## config.mk

```make
export PLATFORM = sky130hd
export DESIGN_NAME = bw_monitor
export DESIGN_NICKNAME = d
export VERILOG_FILES = /design/src/rtl/bwm_pkg.sv /design/src/rtl/bwm_port_filter.sv /design/src/rtl/bwm_sat_counter.sv /design/src/rtl/bwm_window_timer.sv /design/src/rtl/bw_monitor.sv
export SDC_FILE = /design/constraint.sdc
export NUM_CORES = 1
export LEC_CHECK = 0
export ABC_AREA = 0
export ABC_CLOCK_PERIOD_IN_PS = 2600
export CORE_UTILIZATION = 30
export CTS_CLUSTER_DIAMETER = 40
export DETAILED_ROUTE_END_ITERATION = 8
export SYNTH_ARGS = -nofsm -noshare
export SYNTH_HDL_FRONTEND = slang
export SYNTH_HIERARCHICAL = 1
export SYNTH_SLANG_ARGS = --single-unit
export TNS_END_PERCENT = 10
```

## constraint.sdc

```tcl
create_clock -name clk_i -period 2.6 [get_ports clk_i]
set_clock_uncertainty 0.1 [all_clocks]
set_input_delay 0.52 -clock clk_i [delete_from_list [all_inputs] [get_ports clk_i]]
set_output_delay 0.52 -clock clk_i [all_outputs]
set_load 0.01 [all_outputs]
```

## src/rtl/bwm_pkg.sv

```systemverilog
package bwm_pkg;
  localparam int NUM_CH    = 4;
  localparam int REG_W     = 32;
  localparam int IDX_CTRL  = 'h20;
  localparam int IDX_REQ   = 'h29;
  localparam int IDX_GNT   = 'h2A;
  localparam int IDX_CH0   = 'h2B;
  localparam int IDX_TIMER = 'h2F;
  localparam int BIT_EN    = 31;
  localparam int BIT_DONE  = 30;
  localparam int BIT_TMODE = 20;
endpackage

```

## src/rtl/bwm_port_filter.sv

```systemverilog
module bwm_port_filter #(
  parameter int PORT_W   = 5,
  parameter int SUB_W    = 4,
  parameter int DEV_PORT = 23
) (
  input  logic [(2**PORT_W)-1:0] prim_mask_i,
  input  logic [(2**SUB_W)-1:0]  sub_mask_i,
  input  logic [PORT_W-1:0]      port_i,
  input  logic [SUB_W-1:0]       sub_i,
  output logic                   match_o
);
  always_comb begin
    if (port_i == PORT_W'(DEV_PORT)) match_o = prim_mask_i[DEV_PORT] & sub_mask_i[sub_i];
    else                             match_o = prim_mask_i[port_i];
  end
endmodule

```

## src/rtl/bwm_sat_counter.sv

```systemverilog
module bwm_sat_counter #(
  parameter int W = 32
) (
  input  logic         clk_i,
  input  logic         rst_ni,
  input  logic         clr_i,
  input  logic         wr_i,
  input  logic [W-1:0] wdata_i,
  input  logic         inc_i,
  output logic [W-1:0] cnt_o
);
  always_ff @(posedge clk_i or negedge rst_ni) begin
    if (!rst_ni)                   cnt_o <= '0;
    else if (clr_i)                cnt_o <= '0;
    else if (wr_i)                 cnt_o <= wdata_i;
    else if (inc_i && cnt_o != '1) cnt_o <= cnt_o + W'(1);
  end
endmodule

```

## src/rtl/bwm_window_timer.sv

```systemverilog
module bwm_window_timer #(
  parameter int W = 32
) (
  input  logic         clk_i,
  input  logic         rst_ni,
  input  logic         load_i,
  input  logic [W-1:0] len_i,
  input  logic         run_i,
  output logic         expire_o
);
  logic [W-1:0] rem_q;

  // last counted edge when one or zero cycles remain
  assign expire_o = run_i && (rem_q <= W'(1));

  always_ff @(posedge clk_i or negedge rst_ni) begin
    if (!rst_ni)       rem_q <= '0;
    else if (load_i)   rem_q <= len_i;
    else if (expire_o) rem_q <= '0;
    else if (run_i)    rem_q <= rem_q - W'(1);
  end
endmodule

```

## src/rtl/bw_monitor.sv

```systemverilog
module bw_monitor
  import bwm_pkg::*;
#(
  parameter int ADDR_W   = 8,
  parameter int CNT_W    = 32,
  parameter int PORT_W   = 5,
  parameter int SUB_W    = 4,
  parameter int DEV_PORT = 23
) (
  input  logic              clk_i,
  input  logic              rst_ni,
  input  logic              reg_wr_i,
  input  logic [ADDR_W-1:0] reg_addr_i,
  input  logic [REG_W-1:0]  reg_wdata_i,
  output logic [REG_W-1:0]  reg_rdata_o,
  input  logic              req_valid_i,
  input  logic              gnt_valid_i,
  input  logic [PORT_W-1:0] gnt_port_i,
  input  logic [SUB_W-1:0]  gnt_sub_i,
  output logic              irq_o
);
  localparam int IDX_W  = ADDR_W - 2;
  localparam int PORT_N = 2**PORT_W;
  localparam int SUB_N  = 2**SUB_W;

  logic [IDX_W-1:0] word;
  logic             aligned, wr_any, wr_ctrl, start;
  logic             en_q, tmode_q, done_q, active, expire;
  logic [NUM_CH-1:0] chen_q;
  logic [CNT_W-1:0] timer_len_q, all_req_q, all_gnt_q;
  logic [PORT_N-1:0] prim_q [NUM_CH];
  logic [SUB_N-1:0]  sub_q  [NUM_CH];
  logic [CNT_W-1:0]  ch_cnt [NUM_CH];

  assign word    = reg_addr_i[ADDR_W-1:2];
  assign aligned = (reg_addr_i[1:0] == 2'b00);
  assign wr_any  = reg_wr_i && aligned;
  assign wr_ctrl = wr_any && (word == IDX_W'(IDX_CTRL));
  assign start   = wr_ctrl && reg_wdata_i[BIT_EN];
  assign active  = en_q && !done_q;
  assign irq_o   = done_q;

  always_ff @(posedge clk_i or negedge rst_ni) begin
    if (!rst_ni) begin
      en_q    <= 1'b0;
      tmode_q <= 1'b0;
      chen_q  <= '0;
      done_q  <= 1'b0;
    end else if (wr_ctrl) begin
      en_q    <= reg_wdata_i[BIT_EN];
      tmode_q <= reg_wdata_i[BIT_TMODE];
      chen_q  <= reg_wdata_i[NUM_CH-1:0];
      done_q  <= 1'b0;
    end else if (expire) begin
      done_q  <= 1'b1;
    end
  end

  always_ff @(posedge clk_i or negedge rst_ni) begin
    if (!rst_ni)                                      timer_len_q <= '0;
    else if (wr_any && word == IDX_W'(IDX_TIMER))     timer_len_q <= reg_wdata_i[CNT_W-1:0];
  end

  bwm_window_timer #(.W(CNT_W)) u_timer (
    .clk_i, .rst_ni,
    .load_i  (start),
    .len_i   (timer_len_q),
    .run_i   (active && tmode_q),
    .expire_o(expire)
  );

  bwm_sat_counter #(.W(CNT_W)) u_req_cnt (
    .clk_i, .rst_ni,
    .clr_i  (start),
    .wr_i   (wr_any && word == IDX_W'(IDX_REQ)),
    .wdata_i(reg_wdata_i[CNT_W-1:0]),
    .inc_i  (active && req_valid_i),
    .cnt_o  (all_req_q)
  );

  bwm_sat_counter #(.W(CNT_W)) u_gnt_cnt (
    .clk_i, .rst_ni,
    .clr_i  (start),
    .wr_i   (wr_any && word == IDX_W'(IDX_GNT)),
    .wdata_i(reg_wdata_i[CNT_W-1:0]),
    .inc_i  (active && gnt_valid_i),
    .cnt_o  (all_gnt_q)
  );

  for (genvar c = 0; c < NUM_CH; c++) begin : g_ch
    logic match;

    always_ff @(posedge clk_i or negedge rst_ni) begin
      if (!rst_ni) begin
        prim_q[c] <= '0;
        sub_q[c]  <= '0;
      end else begin
        if (wr_any && word == IDX_W'(IDX_CTRL + 1 + 2*c)) prim_q[c] <= reg_wdata_i[PORT_N-1:0];
        if (wr_any && word == IDX_W'(IDX_CTRL + 2 + 2*c)) sub_q[c]  <= reg_wdata_i[SUB_N-1:0];
      end
    end

    bwm_port_filter #(.PORT_W(PORT_W), .SUB_W(SUB_W), .DEV_PORT(DEV_PORT)) u_filt (
      .prim_mask_i(prim_q[c]),
      .sub_mask_i (sub_q[c]),
      .port_i     (gnt_port_i),
      .sub_i      (gnt_sub_i),
      .match_o    (match)
    );

    bwm_sat_counter #(.W(CNT_W)) u_cnt (
      .clk_i, .rst_ni,
      .clr_i  (start),
      .wr_i   (wr_any && word == IDX_W'(IDX_CH0 + c)),
      .wdata_i(reg_wdata_i[CNT_W-1:0]),
      .inc_i  (active && gnt_valid_i && chen_q[c] && match),
      .cnt_o  (ch_cnt[c])
    );
  end

  always_comb begin
    reg_rdata_o = '0;
    if (aligned) begin
      if (word == IDX_W'(IDX_CTRL)) begin
        reg_rdata_o[BIT_EN]       = en_q;
        reg_rdata_o[BIT_DONE]     = done_q;
        reg_rdata_o[BIT_TMODE]    = tmode_q;
        reg_rdata_o[NUM_CH-1:0]   = chen_q;
      end
      if (word == IDX_W'(IDX_REQ))   reg_rdata_o = REG_W'(all_req_q);
      if (word == IDX_W'(IDX_GNT))   reg_rdata_o = REG_W'(all_gnt_q);
      if (word == IDX_W'(IDX_TIMER)) reg_rdata_o = REG_W'(timer_len_q);
      for (int c = 0; c < NUM_CH; c++) begin
        if (word == IDX_W'(IDX_CTRL + 1 + 2*c)) reg_rdata_o = REG_W'(prim_q[c]);
        if (word == IDX_W'(IDX_CTRL + 2 + 2*c)) reg_rdata_o = REG_W'(sub_q[c]);
        if (word == IDX_W'(IDX_CH0 + c))        reg_rdata_o = REG_W'(ch_cnt[c]);
      end
    end
  end
endmodule

```

==> flow_metrics.tcl <==
set metrics [dict create \
    synth_edf_count 0 \
    synth_cell_types 100 \
    cts-buffers-inserted 97 \
    layout_min_cycle_time_ns 3.204 \
    nFillCells 9014 \
    leakage_uw 0.01794 \
    nNetsFinal 3764 \
    syn_inst 2957 \
    final_antenna_net_count 0 \
    ys_seq_elements 455 \
    worstPathRequired_ns 1.98 \
    mappedNetlistNets 3019 \
    cts_tree "done" \
    regArea_mm2 0.01139 \
    avgRoutedWirePerCell_um 27.41 \
    clockBufferDepth 3 \
    num_rows 114 \
    dp_cells 4844 \
    core_area_mm2 0.09657 \
    synthesis.area_mm2 0.02924 \
    cap_violations 0 \
    grt_usage 0.2737 \
    cp_data_arrival_time_ns 2.58 \
    worstRegToRegCells 11 \
    routed_wl_mm 138.7 \
    hold_viol 0 \
    multi_input_area_mm2 0.01840 \
    final_layout_size_suffix_gt1_frac 0.4219 \
    slew_headroom 0.5586 \
    power.density_mw_per_mm2 557.7 \
    cts.htree.levels 3 \
    die_area_mm2 0.09873 \
    area_growth_pct 46.68 \
    io_pins 87 \
    syn_avg_cell_area_um2 9.890 \
    grt_overflow_total 0 \
    grt_pass1_wl_mm 200.2 \
    dp_hpwl_mm 98.62 \
    first_iter_violations 3895 \
    grt_pass1_vias 29218 \
    yosysWarnings 6 \
    status "complete, but fails checks" \
    rrSetupSlack_ns -0.18 \
    grt_setup_unrepaired "yes" \
    fmaxAchievable_mhz 312.1 \
    setup_ws_ns -0.6042 \
    yosys_most_used_dff "dfrtp_1" \
    min_period_over_period 1.232 \
    stdcell_count 5059 \
    clock-sinks 455 \
    tightest_slew_ns 0.6584 \
    violations "negative setup slack" \
    die_w_um 314.2 \
    synth-async-reset-ratio 1.000 \
    drc 0 \
    first_pass_iters 6 \
    clock_latency_ns 0.65 \
    die_y_um 314.2 \
    crit_path_end_kind "output port" \
    vias 30856 \
    vdd_drop_max_mv 0.5215 \
    critPathKind "primary input to output port" \
    path_clk_slew_ns 0.05 \
    final_cell_area_mm2 0.04289 \
    startpoint_type "primary input" \
    initial_utilization 0.3028 \
    grt_max_degree 92 \
    crit_fanout 6 \
    routabilityCongestion 1.073 \
    timing.rr.start "sub_q[41]" \
    r2r_end "g_ch[1].u_cnt/cnt_o[21]" \
    finalSetupViolCount 63 \
    pre_cts_slack_ns -1.785 \
    min_path_type "primary input to async pin" \
    antennaDiodeCount 0 \
    root_buffer "clkbuf_16" \
    slew_violations 0 \
    antenna_found_initial 13 \
    synth_seq_area_share 0.3893 \
    viasPerCell 6.099 \
    placed_cell_area_mm2 0.03727 \
    port_buffers 86 \
]
-- per-stage QoR --
| step | power (µW) | TNS [ns] | hold WS [ns] | util |
|---|---|---|---|---|
| global placement | 10890 | -276.75 | 0.3555 | 0.3859 |
| detailed placement | 10920 | -281.74 | 0.3601 | 0.3859 |
| finish | 23920 | -17.08 | 0.2863 | 0.4442 |
| CTS | 23820 | -15.67 | 0.2886 | 0.4371 |
| floorplan | 9043 | -2.794 | 0.1244 | - |
| global route | 24530 | -22.15 | 0.3389 | 0.4442 |
-- area by class of cell --
| class | count | share of cell area |
|---|---|---|
| Clock buffer | 116 | 0.06280 |
| Clock inverter | 64 | 0.01569 |
| Inverter | 40 | 0.003500 |
| Multi-Input combinational cell | 2244 | 0.4288 |
| Sequential cell | 455 | 0.2655 |
| Tap cell | 1276 | 0.03722 |
| Timing Repair Buffer | 864 | 0.1864 |
-- flip-flops by register name, indices dropped and copies added, names as in the netlist --
register          flops
g_ch.u_cnt/cnt_o    128
prim_q              128
sub_q                64
timer_len_q          32
u_gnt_cnt/cnt_o      32
u_req_cnt/cnt_o      32
u_timer/rem_q        32
chen_q                4
en_q                  1
irq_o                 1
tmode_q               1
-- how the worst max path moves through the flow --
stage	end	from	depth (start not counted)
floorplan	g_ch[3].u_cnt/cnt_o[21]	gnt_port_i[0]	12
CTS	reg_rdata_o[3]	reg_addr_i[2]	11
global route	reg_rdata_o[5]	reg_addr_i[2]	12
global placement	reg_rdata_o[31]	reg_addr_i[7]	11
finish	reg_rdata_o[2]	reg_addr_i[4]	11
detailed placement	reg_rdata_o[31]	reg_addr_i[7]	11
-- critical path: stages --
cell and delay (ns):
buf_12 0.10, buf_12 0.13, or3b_4 0.40, buf_6 0.14
a211oi_4 0.25, buf_6 0.17, a221oi_4 0.03, nand4_1 0.35
a21oi_2 0.12, nor2_2 0.19, buf_2 0.17
-- placed cells by master (no fill, tap or decap), types with 71 or more instances in the layout --
cell type,instances
a211oi_1,106
a21oi_1,80
and3_1,71
buf_12,86
buf_4,642
clkbuf_16,103
dfrtp_1,453
mux2_2,207
nand2_1,163
nand3_1,111
nand4_1,119
nor2_1,211
o21ai_1,72
xnor2_1,92
-- metal layers --
metal	routed length (µm)	share of wire	global-route usage	up-vias
met5	99	0.00071	0	-
li1	-	-	-	13135
met3	15250	0.11	0.06627	394
met2	58490	0.42	0.3998	1795
met1	57580	0.42	0.3793	15520
met4	7253	0.052	0.1264	12
-- what timing repair did --
item,4_1_cts,5_1_grt
endpoints found under the setup margin,160,162
gates resized for setup,459,132
pin swaps,116,81
gates cloned,7,2
hold endpoints to repair,36,0
setup buffers,34,6
hold buffers,1,0
-- synthesized netlist by cell type (all sizes together) (19+ instances only) --
cell / instances / area share
dfrtp: 455 / 0.39
mux2: 233 / 0.091
nor2: 228 / 0.030
nand2: 189 / 0.025
a211oi: 145 / 0.037
nand4: 124 / 0.028
o21ai: 119 / 0.020
nand3: 117 / 0.020
buf: 111 / 0.023
clkbuf: 107 / 0.014
a21oi: 92 / 0.016
xnor2: 92 / 0.028
and3: 78 / 0.017
a311oi: 70 / 0.021
or3: 68 / 0.015
nor4: 64 / 0.017
a22oi: 58 / 0.015
a221oi: 53 / 0.016
mux4: 48 / 0.039
and4: 46 / 0.014
a31oi: 40 / 0.0088
inv: 40 / 0.0051
and2: 36 / 0.0077
nor3: 30 / 0.0064
or4: 22 / 0.0058
a2111oi: 19 / 0.0083
o31ai: 19 / 0.0054
-- cell families (layout without fill, tap and decap cells) --
family / after synthesis / after routing / synth area share
AO/OA/AOI/OAI: 758 / 758 / 0.1900
XOR/XNOR: 108 / 108 / 0.03234
adder cells (fa/ha/maj): 8 / 8 / 0.003423
buffers and inverters: 258 / 1084 / 0.04210
flip-flops: 455 / 455 / 0.3893
multiplexers: 287 / 287 / 0.1321
AND/OR/NAND/NOR: 1083 / 1083 / 0.2107
-- power by group --
group          leakage, µW  internal, µW  total (µW)  switching (µW)
clock network      0.00161          8320       12800            4450
logic               0.0102          1390        2920            1520
registers          0.00617          7560        8240             682
Power figures use the tool's default switching activity.
